`config.mk`:
```
export PLATFORM = sky130hd
export DESIGN_NAME = kwdt_top
export DESIGN_NICKNAME = d
export VERILOG_FILES = /design/src/rtl/kwdt_pkg.sv /design/src/rtl/kwdt_regs.sv /design/src/rtl/kwdt_count.sv /design/src/rtl/kwdt_stage.sv /design/src/rtl/kwdt_top.sv
export SDC_FILE = /design/constraint.sdc
export NUM_CORES = 1
export LEC_CHECK = 0
export BUFFER_PORTS_ARGS = -buffer_cell sky130_fd_sc_hd__buf_2
export CAP_MARGIN = 20
export CORE_UTILIZATION = 54
export CTS_BUF_LIST = sky130_fd_sc_hd__clkbuf_4
export DETAILED_ROUTE_END_ITERATION = 12
export GPL_ROUTABILITY_DRIVEN = 0
export PLACE_DENSITY_LB_ADDON = 0.05
export SLEW_MARGIN = 0
export SYNTH_ARGS = -nofsm -noshare
export SYNTH_HDL_FRONTEND = slang
export SYNTH_SLANG_ARGS = --single-unit
```
`constraint.sdc`:
```
create_clock -name clk -period 3 [get_ports clk]
set_input_delay 0 -clock clk [delete_from_list [all_inputs] [get_ports clk]]
set_output_delay 0 -clock clk [all_outputs]
set_load 0.005 [all_outputs]
```
`src/rtl/kwdt_pkg.sv`:
```
package kwdt_pkg;

  localparam logic [7:0]  OFS_MODE   = 8'h00;
  localparam logic [7:0]  OFS_LEN    = 8'h04;
  localparam logic [7:0]  OFS_KICK   = 8'h08;
  localparam logic [7:0]  OFS_SWRST  = 8'h14;
  localparam logic [7:0]  MODE_KEY   = 8'h22;
  localparam logic [4:0]  LEN_KEY    = 5'h08;
  localparam logic [31:0] KICK_WORD  = 32'h0000_1971;
  localparam logic [31:0] SWRST_WORD = 32'h0000_1209;
  localparam int          LEN_LSB    = 5;

  typedef struct packed {
    logic dual;
    logic autostart;
    logic irq_en;
    logic ext_en;
    logic pol_hi;
    logic en;
  } mode_t;

  typedef enum logic [1:0] {ST_RUN, ST_WARN, ST_RST} stage_t;

  function automatic logic mode_key_ok(input logic [31:0] w);
    return w[31:24] == MODE_KEY;
  endfunction

  function automatic logic len_key_ok(input logic [31:0] w);
    return w[4:0] == LEN_KEY;
  endfunction

  function automatic mode_t mode_from(input logic [31:0] w);
    mode_t m;
    m.dual      = w[6];
    m.autostart = w[4];
    m.irq_en    = w[3];
    m.ext_en    = w[2];
    m.pol_hi    = w[1];
    m.en        = w[0];
    return m;
  endfunction

  function automatic logic [31:0] mode_word(input mode_t m);
    return {25'd0, m.dual, 1'b0, m.autostart, m.irq_en, m.ext_en, m.pol_hi, m.en};
  endfunction

endpackage

```
`src/rtl/kwdt_regs.sv`:
```
module kwdt_regs
  import kwdt_pkg::*;
#(
  parameter int ADDR_W = 8,
  parameter int LEN_W  = 11
) (
  input  logic              clk,
  input  logic              rst_n,
  input  logic              bus_wr,
  input  logic [ADDR_W-1:0] bus_addr,
  input  logic [31:0]       bus_wdata,
  output logic [31:0]       bus_rdata,
  output logic              en_o,
  output logic              pol_hi_o,
  output logic              ext_en_o,
  output logic              warn_ok_o,
  output logic [LEN_W-1:0]  len_o,
  output logic              kick_o,
  output logic              start_o,
  output logic              swrst_o
);

  mode_t            mode_q;
  logic [LEN_W-1:0] len_q;
  logic             hit_mode, hit_len, hit_kick, hit_swrst;
  logic             mode_ok, len_ok;

  assign hit_mode  = bus_wr && (bus_addr == ADDR_W'(OFS_MODE));
  assign hit_len   = bus_wr && (bus_addr == ADDR_W'(OFS_LEN));
  assign hit_kick  = bus_wr && (bus_addr == ADDR_W'(OFS_KICK));
  assign hit_swrst = bus_wr && (bus_addr == ADDR_W'(OFS_SWRST));

  assign mode_ok = hit_mode && mode_key_ok(bus_wdata);
  assign len_ok  = hit_len && len_key_ok(bus_wdata);

  always_ff @(posedge clk or negedge rst_n) begin
    if (!rst_n) begin
      mode_q <= '0;
      len_q  <= '1;
    end else begin
      if (mode_ok) mode_q <= mode_from(bus_wdata);
      if (len_ok)  len_q  <= bus_wdata[LEN_LSB +: LEN_W];
    end
  end

  // event strobes, named so the checks below and the neighbours see them
  assign start_o = mode_ok && bus_wdata[0] && !mode_q.en;
  assign kick_o  = hit_kick && (bus_wdata == KICK_WORD);
  assign swrst_o = hit_swrst && (bus_wdata == SWRST_WORD);

  assign en_o      = mode_q.en;
  assign pol_hi_o  = mode_q.pol_hi;
  assign ext_en_o  = mode_q.ext_en;
  assign warn_ok_o = mode_q.dual && mode_q.irq_en;
  assign len_o     = len_q;

  always_comb begin
    bus_rdata = '0;
    if (bus_addr == ADDR_W'(OFS_MODE))
      bus_rdata = mode_word(mode_q);
    else if (bus_addr == ADDR_W'(OFS_LEN))
      bus_rdata = 32'(len_q) << LEN_LSB;
  end

  // a control write without its key leaves the stored fields alone
  a_r3_mode_keyless_ignored : assert property (@(posedge clk) disable iff (!rst_n)
    (hit_mode && !mode_key_ok(bus_wdata)) |=> $stable(mode_q));

  // a length write without its key leaves the count alone
  a_r2_len_keyless_ignored : assert property (@(posedge clk) disable iff (!rst_n)
    (hit_len && !len_key_ok(bus_wdata)) |=> $stable(len_q));

endmodule

```
`src/rtl/kwdt_count.sv`:
```
module kwdt_count
  import kwdt_pkg::*;
#(
  parameter int LEN_W    = 11,
  parameter int PRESCALE = 512
) (
  input  logic             clk,
  input  logic             rst_n,
  input  logic             tick,
  input  logic             en,
  input  logic             freeze,
  input  logic [LEN_W-1:0] len,
  input  logic             kick,
  input  logic             start,
  input  logic             done,
  output logic             expire_o
);

  localparam int PS_W  = $clog2(PRESCALE);
  localparam int CNT_W = LEN_W + PS_W;

  function automatic logic [CNT_W-1:0] ticks_for(input logic [LEN_W-1:0] units);
    return CNT_W'(units) * CNT_W'(PRESCALE);
  endfunction

  logic [CNT_W-1:0] cnt_q;
  logic             reload, step;

  assign reload   = done || ((kick || start) && !freeze);
  assign step     = en && tick && !freeze;
  assign expire_o = step && !reload && (cnt_q <= CNT_W'(1));

  always_ff @(posedge clk or negedge rst_n) begin
    if (!rst_n)
      cnt_q <= ticks_for('1);
    else if (reload || expire_o)
      cnt_q <= ticks_for(len);
    else if (step)
      cnt_q <= cnt_q - CNT_W'(1);
  end

  // with run clear and no reload request the countdown is frozen
  a_r9_hold_when_off : assert property (@(posedge clk) disable iff (!rst_n)
    (!en && !reload) |=> $stable(cnt_q));

endmodule

```
`src/rtl/kwdt_stage.sv`:
```
module kwdt_stage
  import kwdt_pkg::*;
#(
  parameter int RST_PULSE = 16
) (
  input  logic clk,
  input  logic rst_n,
  input  logic tick,
  input  logic expire,
  input  logic kick,
  input  logic sw_req,
  input  logic warn_ok,
  output logic irq_o,
  output logic sys_rst_o,
  output logic done_o
);

  localparam int PW = (RST_PULSE > 1) ? $clog2(RST_PULSE) : 1;

  stage_t        state_q;
  logic [PW-1:0] pcnt_q;

  assign done_o = (state_q == ST_RST) && tick && !sw_req && (pcnt_q == PW'(RST_PULSE - 1));

  always_ff @(posedge clk or negedge rst_n) begin
    if (!rst_n) begin
      state_q <= ST_RUN;
      pcnt_q  <= '0;
    end else if (sw_req) begin
      state_q <= ST_RST;
      pcnt_q  <= '0;
    end else begin
      case (state_q)
        ST_RUN: begin
          pcnt_q <= '0;
          if (expire) state_q <= warn_ok ? ST_WARN : ST_RST;
        end
        ST_WARN: begin
          pcnt_q <= '0;
          if (expire)    state_q <= ST_RST;
          else if (kick) state_q <= ST_RUN;
        end
        ST_RST: begin
          if (done_o)    state_q <= ST_RUN;
          else if (tick) pcnt_q  <= pcnt_q + PW'(1);
        end
        default: state_q <= ST_RUN;
      endcase
    end
  end

  assign irq_o     = (state_q == ST_WARN);
  assign sys_rst_o = (state_q == ST_RST);

  // single-stage expiry goes straight to reset
  a_r5_single_stage_resets : assert property (@(posedge clk) disable iff (!rst_n)
    (!irq_o && !sys_rst_o && expire && !warn_ok && !sw_req) |=> sys_rst_o);

  // first expiry in two-stage mode only warns
  a_r7_first_expiry_warns : assert property (@(posedge clk) disable iff (!rst_n)
    (!irq_o && !sys_rst_o && expire && warn_ok && !sw_req) |=> (irq_o && !sys_rst_o));

  // second expiry while warned resets and drops the interrupt
  a_r7_second_expiry_resets : assert property (@(posedge clk) disable iff (!rst_n)
    (irq_o && expire) |=> (sys_rst_o && !irq_o));

  // restart while warned clears the interrupt without a reset
  a_r8_kick_clears_irq : assert property (@(posedge clk) disable iff (!rst_n)
    (irq_o && kick && !expire && !sw_req) |=> (!irq_o && !sys_rst_o));

  // software request resets on the next cycle
  a_r10_sw_reset : assert property (@(posedge clk) disable iff (!rst_n)
    sw_req |=> sys_rst_o);

  // the pulse ends only after its last tick was counted
  a_r6_pulse_len : assert property (@(posedge clk) disable iff (!rst_n)
    $fell(sys_rst_o) |-> ($past(pcnt_q) == PW'(RST_PULSE - 1)));

endmodule

```
`src/rtl/kwdt_top.sv`:
```
module kwdt_top
  import kwdt_pkg::*;
#(
  parameter int ADDR_W    = 8,
  parameter int LEN_W     = 11,
  parameter int PRESCALE  = 512,
  parameter int RST_PULSE = 16
) (
  input  logic              clk,
  input  logic              rst_n,
  input  logic              tick,
  input  logic              bus_wr,
  input  logic [ADDR_W-1:0] bus_addr,
  input  logic [31:0]       bus_wdata,
  output logic [31:0]       bus_rdata,
  output logic              irq,
  output logic              sys_rst,
  output logic              ext_rst_pin
);

  logic             run_en, pol_hi, ext_en, warn_ok;
  logic [LEN_W-1:0] len;
  logic             kick, start, sw_req, expire, done;

  kwdt_regs #(.ADDR_W(ADDR_W), .LEN_W(LEN_W)) u_regs (
    .clk      (clk),
    .rst_n    (rst_n),
    .bus_wr   (bus_wr),
    .bus_addr (bus_addr),
    .bus_wdata(bus_wdata),
    .bus_rdata(bus_rdata),
    .en_o     (run_en),
    .pol_hi_o (pol_hi),
    .ext_en_o (ext_en),
    .warn_ok_o(warn_ok),
    .len_o    (len),
    .kick_o   (kick),
    .start_o  (start),
    .swrst_o  (sw_req)
  );

  kwdt_count #(.LEN_W(LEN_W), .PRESCALE(PRESCALE)) u_count (
    .clk     (clk),
    .rst_n   (rst_n),
    .tick    (tick),
    .en      (run_en),
    .freeze  (sys_rst),
    .len     (len),
    .kick    (kick),
    .start   (start),
    .done    (done),
    .expire_o(expire)
  );

  kwdt_stage #(.RST_PULSE(RST_PULSE)) u_stage (
    .clk      (clk),
    .rst_n    (rst_n),
    .tick     (tick),
    .expire   (expire),
    .kick     (kick),
    .sw_req   (sw_req),
    .warn_ok  (warn_ok),
    .irq_o    (irq),
    .sys_rst_o(sys_rst),
    .done_o   (done)
  );

  assign ext_rst_pin = (ext_en && sys_rst) ? pol_hi : !pol_hi;

endmodule

```
After elaboration in Yosys (flattened, before gate mapping)
Index checks and enable logic that the tools add are counted.

Memories kept: 0. Bits in latches: 0. Memory bits (read-only): 0. Bits in registers: 43. Memory bits (writable): 0.

Add/subtract/negate cells: 2. $lt $le $gt $ge: 1. Eq/ne operators: 15. Multiply operators: 0. Bitwise gates (word level): 0. Multiplexer cells: 16. Divide/modulo/power cells: 0. Reductions and logical operators: 35. Shifts and indexed selects: 0.

Operator list (number): $eq A32 B13 Y1 const B (2); $mux W20 (2); $mux W32 (1); $le A20 B1 Y1 const B (1); $logic_and A1 B1 Y1 (20); $sub A20 B1 Y20 const B (1); $mux W16 (1); $mux W2 (6); $mux W4 (3); $ne A3 B2 Y1 const B (3); $eq A8 B3 Y1 const B (1); $eq A8 B4 Y1 const B (1); $eq A8 B5 Y1 const B (1); $eq A8 B6 Y1 const B (1); $logic_not A8 Y1 (1); $pmux W4 S2 (1); $pmux W2 S3 (1); $reduce_and A3 Y1 (2); $eq A5 B4 Y1 const B (1); $logic_not A1 Y1 (5); $add A4 B1 Y4 const B (1); $eq A4 B4 Y1 const B (1); $ne A4 B1 Y1 const B (1); $logic_or A1 B1 Y1 (3); 8 further kinds (8).

Depth between registers and ports, before layout
Word-level depth: 14. Mapped depth: 10. Gate-level depth less buffers: 8.

Hierarchy
A second synthesis with hierarchy kept.

Cell total of the unflattened synthesis: 287. Area, all modules: 2808.9 um2.

Modules (own cells, without submodules): kwdt_count (cells an instance 148, area an instance 1303.8 um2, seq. area each 514.2 um2, times used 1); kwdt_regs (cells an instance 101, area an instance 1156.1 um2, seq. area each 439.2 um2, times used 1); kwdt_stage (cells an instance 36, area an instance 336.6 um2, seq. area each 150.1 um2, times used 1); kwdt_top (cells an instance 2, area an instance 12.5 um2, seq. area each 0.0 um2, times used 1).

Worst setup path after synthesis
Ideal clock, no wire load.

Kind: flip-flop to flip-flop. From: reg u_count.cnt_q[13]. To: reg u_count.cnt_q[19]. Arrival time: 2.591 ns. Data required time: 2.941 ns. Cell stages (with the launch flop): 7. Slack: 0.350 ns. Path buffers: 0. Cell sequence: dfstp_2 or4_4 or4_4 or4_4 or4_1 a21oi_1 a21o_1.

Cells in the longest elaborated chain, start to end: 4. Elaborated cells between the ends (all ways): 7. Classes of those cells: add/sub (1); order compare (1); mux (2); reduce/logical (3).

RTL lines: start, declared (line kwdt_count.sv:26) `logic [CNT_W-1:0] cnt_q;`; start signal, assigned (line kwdt_count.sv:35) `cnt_q <= ticks_for('1);`; start signal, assigned (line kwdt_count.sv:37) `cnt_q <= ticks_for(len);`; start signal, assigned (line kwdt_count.sv:39) `cnt_q <= cnt_q - CNT_W'(1);`; $le A20 B1 Y1 (line kwdt_count.sv:31) `assign expire_o = step && !reload && (cnt_q <= CNT_W'(1));`; $logic_and A1 B1 Y1 (line kwdt_count.sv:31); $logic_or A1 B1 Y1 (line kwdt_count.sv:36) `else if (reload || expire_o)`; $mux W20 or $reduce_bool A2 Y1 (tied branches).

Parallel ways exist; a longest one is shown, timed or not. The select of a mux whose other input is x is not followed. A chain may end at the register's enable or synchronous reset.

Worst setup path after layout
From: reg u_count.cnt_q[13]. To: reg u_count.cnt_q[14].

Same word-level chain as after synthesis.

==> results <==
- The run finished with clean final reports.
- Post-CTS repair changed the size of 0 cells.
- After synthesis, the share of cell area in mux cells is 11.2%.
- The most critical setup path has its startpoint at u_count.cnt_q[13].
- The die width is 73.1 microns.
- After floorplanning, the core was sized to cover 4790 sq um.
- The startpoint type of the worst setup path is a register.
- The post-route clock skew is 7.47 ps.
- The clock root buffer is sky130_fd_sc_hd__clkbuf_4.
- The worst setup path is of the register to register kind.
- The internal power component is 884 uW.
- In this run, CTS created clock tree buffers numbering 5.
- The number of antenna violations at the first check in global routing is 0.
- Sequential cells account for between 50% and 60% of the total power.
- The cell with the most instances on the worst path is sky130_fd_sc_hd__or4_4.
- The longest clock path from root to sink contains 2 buffers.
- The number of synthesized flops with an enable pin is 0.
- The placed wire-length estimate after detailed placement is 4.05 mm.
- The number of pins with negative max-slew slack in the final report is 0.
- In this run the number of H-tree levels came out at 2.
- The capture point of the critical path is u_count.cnt_q[14].
- In this run, distinct cell masters in the synthesized netlist total 50.
- In this run the static leakage power is 0.00154 uW.
- At the worst endpoint, the required time is about 3300 ps.
- In the final layout, the share of cells above drive strength 1 is 38.4%.
- After Yosys synthesis, full adders, half adders and majority gates account for 1.37% of the synthesized area.
- The fraction of power spent switching nets is 26.6%.
- Summing the areas of all and, or, nand and nor instances in the mapped netlist gives 28.3% of the synthesized area.
- The largest individual stage delay along the critical path comes from the cell sky130_fd_sc_hd__or4_4.
- Summed over all nets, the switching power comes to roughly 320 uW.
- The floorplan step set the die height to 73.1 microns.
- 79 I/O pins were placed.
- Data on the critical path arrives at its endpoint at about 3100 ps.
- The count of state elements after synthesis is 43.
- For the finished layout, the period the worst path requires is about 2800 ps.
- In this run the post-CTS setup repair buffer count came out at 0.
- The number of hold-slack violations in the final timing report was 0.
- The combinational cell fraction of total power is 18.3%.
- The area growth from synthesis to layout is 19.7%.
- Based on the critical path, the design can be clocked at up to 359 MHz.
- At the pin with the least slew margin, the transition time is 950 ps.
- After detailed routing, the average wire length per cell comes to 13.6 microns.
- The number of inserted diodes is 0.
- The wire length of the first global-routing pass is 9.16 mm.
- The share of the Yosys chip area taken by registers is 40.4%.
- Grouping stages by cell kind, the critical path spends the most delay in simple AND/OR/NAND/NOR gates.
- Counting cells, the worst reg-to-reg path comes to 7.
- The final layout net count is 392.
- By area, the combinational part of the netlist is dominated by simple AND/OR/NAND/NOR gates.
- Counting buffers and inverters, the worst setup path is 7 cells deep.
- The worst slack at placement is about 220 ps.
- The final worst-path cycle share is between 90% and 100%.
- Hold is met by around 110 ps.
- The insertion delay of the later-clocked pin in the worst-skew pair is 350 ps.
- The TritonCTS clock tree is built.
- Global routing used roughly 22% of the available tracks across all layers.
- In this run the critical register-to-register path is captured at u_count.cnt_q[14].
- Setup repair after global routing left no endpoint under its margin.
- The maximum VDD drop is 0.171 mV.
- The worst hold path class is primary input to register.
- Along the worst path, the maximum fanout reaches 18.
- The critical path goes through or4_4 -> or4_4 -> or4_4 -> nor2_8 -> inv_2 -> nand2b_4 -> mux2_4.
- Row generation in the floorplan step produced 25 rows.
- The number of nets still failing antenna checks after routing is 0.
- The endpoint type of the worst setup path is a register.
- The vias after detailed routing is ~2200.
- The post-placement cell count is 388.
- The normalized max-slew margin is 36.7%.
- The number of input and output port buffers inserted is a little over 60.
- In this run the register-to-register setup slack is 210 ps.
- The power density over the cells is roughly 370 nW/um^2.
- The synthesized-area fraction occupied by ao, oa, aoi and oai cells is a little over 6%.
- For this run, asynchronously set or reset flops after synthesis account for between 90% and 100%.
- The clock sink count is 43.
- The final count of negative-setup-slack endpoints is 0.
- The tool flagged a number of max-cap violations equal to 0.
- The cell count after synthesis came out at 264.
- The full die area is 5350 sq um.
- The routed design has 5.62 mm of wire.
- The iteration-0 DRC count of the detailed router is 68.
- The number of detailed-routing iterations run before antenna repair is 4.
- The most used flip-flop cell after synthesis is sky130_fd_sc_hd__dfstp_2.
- The worst setup slack after layout is 211 ps.
- After detailed routing, the number of vias per cell comes to 5.34.
- The clock network burns 30.0% of the power.
- The via count of the first global-routing pass is 2043.
- The DRC violations left is 0.
- The remaining global-route overflow is 0.
- For this run, the slowest stage of the critical path takes 540 ps.
- The starting density of the core is 57.1%.
- Counting both buffers and inverters, the worst setup path holds a total of 1.
- The largest net degree at the start of global routing is 44.
- The count of placed standard cells in the final layout, fillers left out is 413.
- The per-instance average area after synthesis is ~10 sq um.
- The clock transition at the register clock pins on the worst setup and hold paths after CTS is 120 ps.
- The Yosys step of the flow raised 0 warnings.
- The synthesized netlist occupies a cell area of 2730 sq um.
- The start of the worst register-to-register path is u_count.cnt_q[13].
- After routing, the total negative slack on setup checks comes to 0 ps.
- The xor/xnor cell area share of the yosys netlist is between 4 and 5%.
- The number of filler cells placed in the layout is 394.
worst min-delay path by stage:
stage	from	to	slack [ps]	cells past startpoint
3_3_place_gp	rst_n	u_count.cnt_q[6]	190	1
5_1_grt	tick	u_stage.pcnt_q[1]	120	4
3_5_place_dp	rst_n	u_count.cnt_q[3]	200	1
6_report	tick	u_stage.pcnt_q[1]	110	4
4_1_cts	tick	u_stage.pcnt_q[1]	100	4
2_1_floorplan	rst_n	u_count.cnt_q[0]	-300	0
per-layer routing:
metal,GRT usage [%],routed length [microns]
met3,3.59,241
met4,6.97,65
met5,0,0
met1,29.5,2670
met2,36.9,2650
cells in the mapped netlist, drive strengths merged (4+ instances only):
master,n,area (sq um)
clkbuf,5,18.8
nand3,13,70.1
buf,20,176
xnor2,7,61.3
or4,10,93.8
a21oi,12,60.1
dfstp,22,578
mux2,24,297
and2,18,115
nor3,10,50.1
nor4b,4,35.0
dfrtp,21,526
o21ai,4,20.0
nor4,5,31.3
inv,5,18.8
nand2,9,33.8
nand4,10,62.6
xor2,7,61.3
or3,4,25.0
nor2,21,95.1
power groups by stage:
stage / clock network, uW / logic (uW) / registers (uW)
after global placement: 0 / 201 / 631
after floorplan: 0 / 147 / 627
after detailed placement: 0 / 203 / 632
final: 362 / 221 / 622
after CTS: 374 / 221 / 622
after global routing: 394 / 244 / 624
per-stage QoR:
| stage | total power, uW | util, % | cell area, sq um |
|---|---|---|---|
| final | 1200 | 68.4 | 3270 |
| after floorplan | 775 | - | 2790 |
| after global routing | 1260 | 68.4 | 3270 |
| after detailed placement | 835 | 63.2 | 3030 |
| after CTS | 1220 | 68.4 | 3270 |
| after global placement | 832 | 63.2 | 3030 |
registers in the layout, summed over array words and instances (netlist names):
| name | flops |
|---|---|
| u_regs.mode_q | 3 |
| u_stage.state_q | 2 |
| u_regs.ext_en_o | 1 |
| u_stage.pcnt_q | 4 |
| u_regs.en_o | 1 |
| u_regs.pol_hi_o | 1 |
| u_regs.len_o | 11 |
| u_count.cnt_q | 20 |
layout by cell type, fill, tap and decap left out, types with 3 or more instances in the layout:
master / netlist / final
sky130_fd_sc_hd__a21oi_1: 12 / 12
sky130_fd_sc_hd__and2_1: 17 / 17
sky130_fd_sc_hd__buf_2: 1 / 62
sky130_fd_sc_hd__buf_4: 16 / 5
sky130_fd_sc_hd__clkbuf_4: 0 / 5
sky130_fd_sc_hd__conb_1: 1 / 16
sky130_fd_sc_hd__dfrtp_1: 21 / 21
sky130_fd_sc_hd__dfstp_2: 22 / 22
sky130_fd_sc_hd__dlygate4sd3_1: 0 / 17
sky130_fd_sc_hd__ha_1: 3 / 3
sky130_fd_sc_hd__inv_1: 4 / 4
sky130_fd_sc_hd__mux2_2: 17 / 17
sky130_fd_sc_hd__mux2_4: 7 / 7
sky130_fd_sc_hd__nand2_1: 9 / 9
sky130_fd_sc_hd__nand3_1: 12 / 12
sky130_fd_sc_hd__nand4_1: 10 / 10
sky130_fd_sc_hd__nor2_1: 20 / 20
sky130_fd_sc_hd__nor2b_1: 3 / 3
sky130_fd_sc_hd__nor3_1: 10 / 10
sky130_fd_sc_hd__nor4_1: 5 / 5
sky130_fd_sc_hd__nor4b_1: 4 / 4
sky130_fd_sc_hd__o21ai_0: 4 / 4
sky130_fd_sc_hd__o2bb2ai_2: 3 / 3
sky130_fd_sc_hd__or3_1: 4 / 4
sky130_fd_sc_hd__or4_1: 5 / 5
sky130_fd_sc_hd__or4_4: 5 / 5
sky130_fd_sc_hd__xnor2_1: 7 / 7
sky130_fd_sc_hd__xor2_1: 7 / 7
logic make-up after synthesis:
kind of cell	after synthesis
and+or+nand+nor	123
DFF	43
buffers and inverters	30
AOI/OAI and AO/OA	25
muxes	25
xor gates and xnor gates	14
adders and majority gates	3
other	1
final cells by class:
type                       instances  area [sq um]  area share [%]
sequential                        43          1100            33.7
inverter                           5          18.8           0.574
multi-input combinational        206          1470            45.0
tap                               67          83.8            2.56
timing repair buffer              84           518            15.8
clock inverter                     3          38.8            1.19
clock buffer                       5          37.5            1.15
worst reg2reg max path, cell delays in order (launching register included):
cell                       delay, ps
sky130_fd_sc_hd__dfstp_2         400
sky130_fd_sc_hd__or4_4           540
sky130_fd_sc_hd__or4_4           440
sky130_fd_sc_hd__or4_4           540
sky130_fd_sc_hd__nor2_8          150
sky130_fd_sc_hd__inv_2            80
sky130_fd_sc_hd__nand2b_4        240
sky130_fd_sc_hd__mux2_4          340
timing repair:
item                                   CTS  global route
endpoints found under the hold margin   38             0
hold buffers                            17             0
setup endpoints to repair                0             0
No activity file was read; power rests on OpenSTA's default activity.
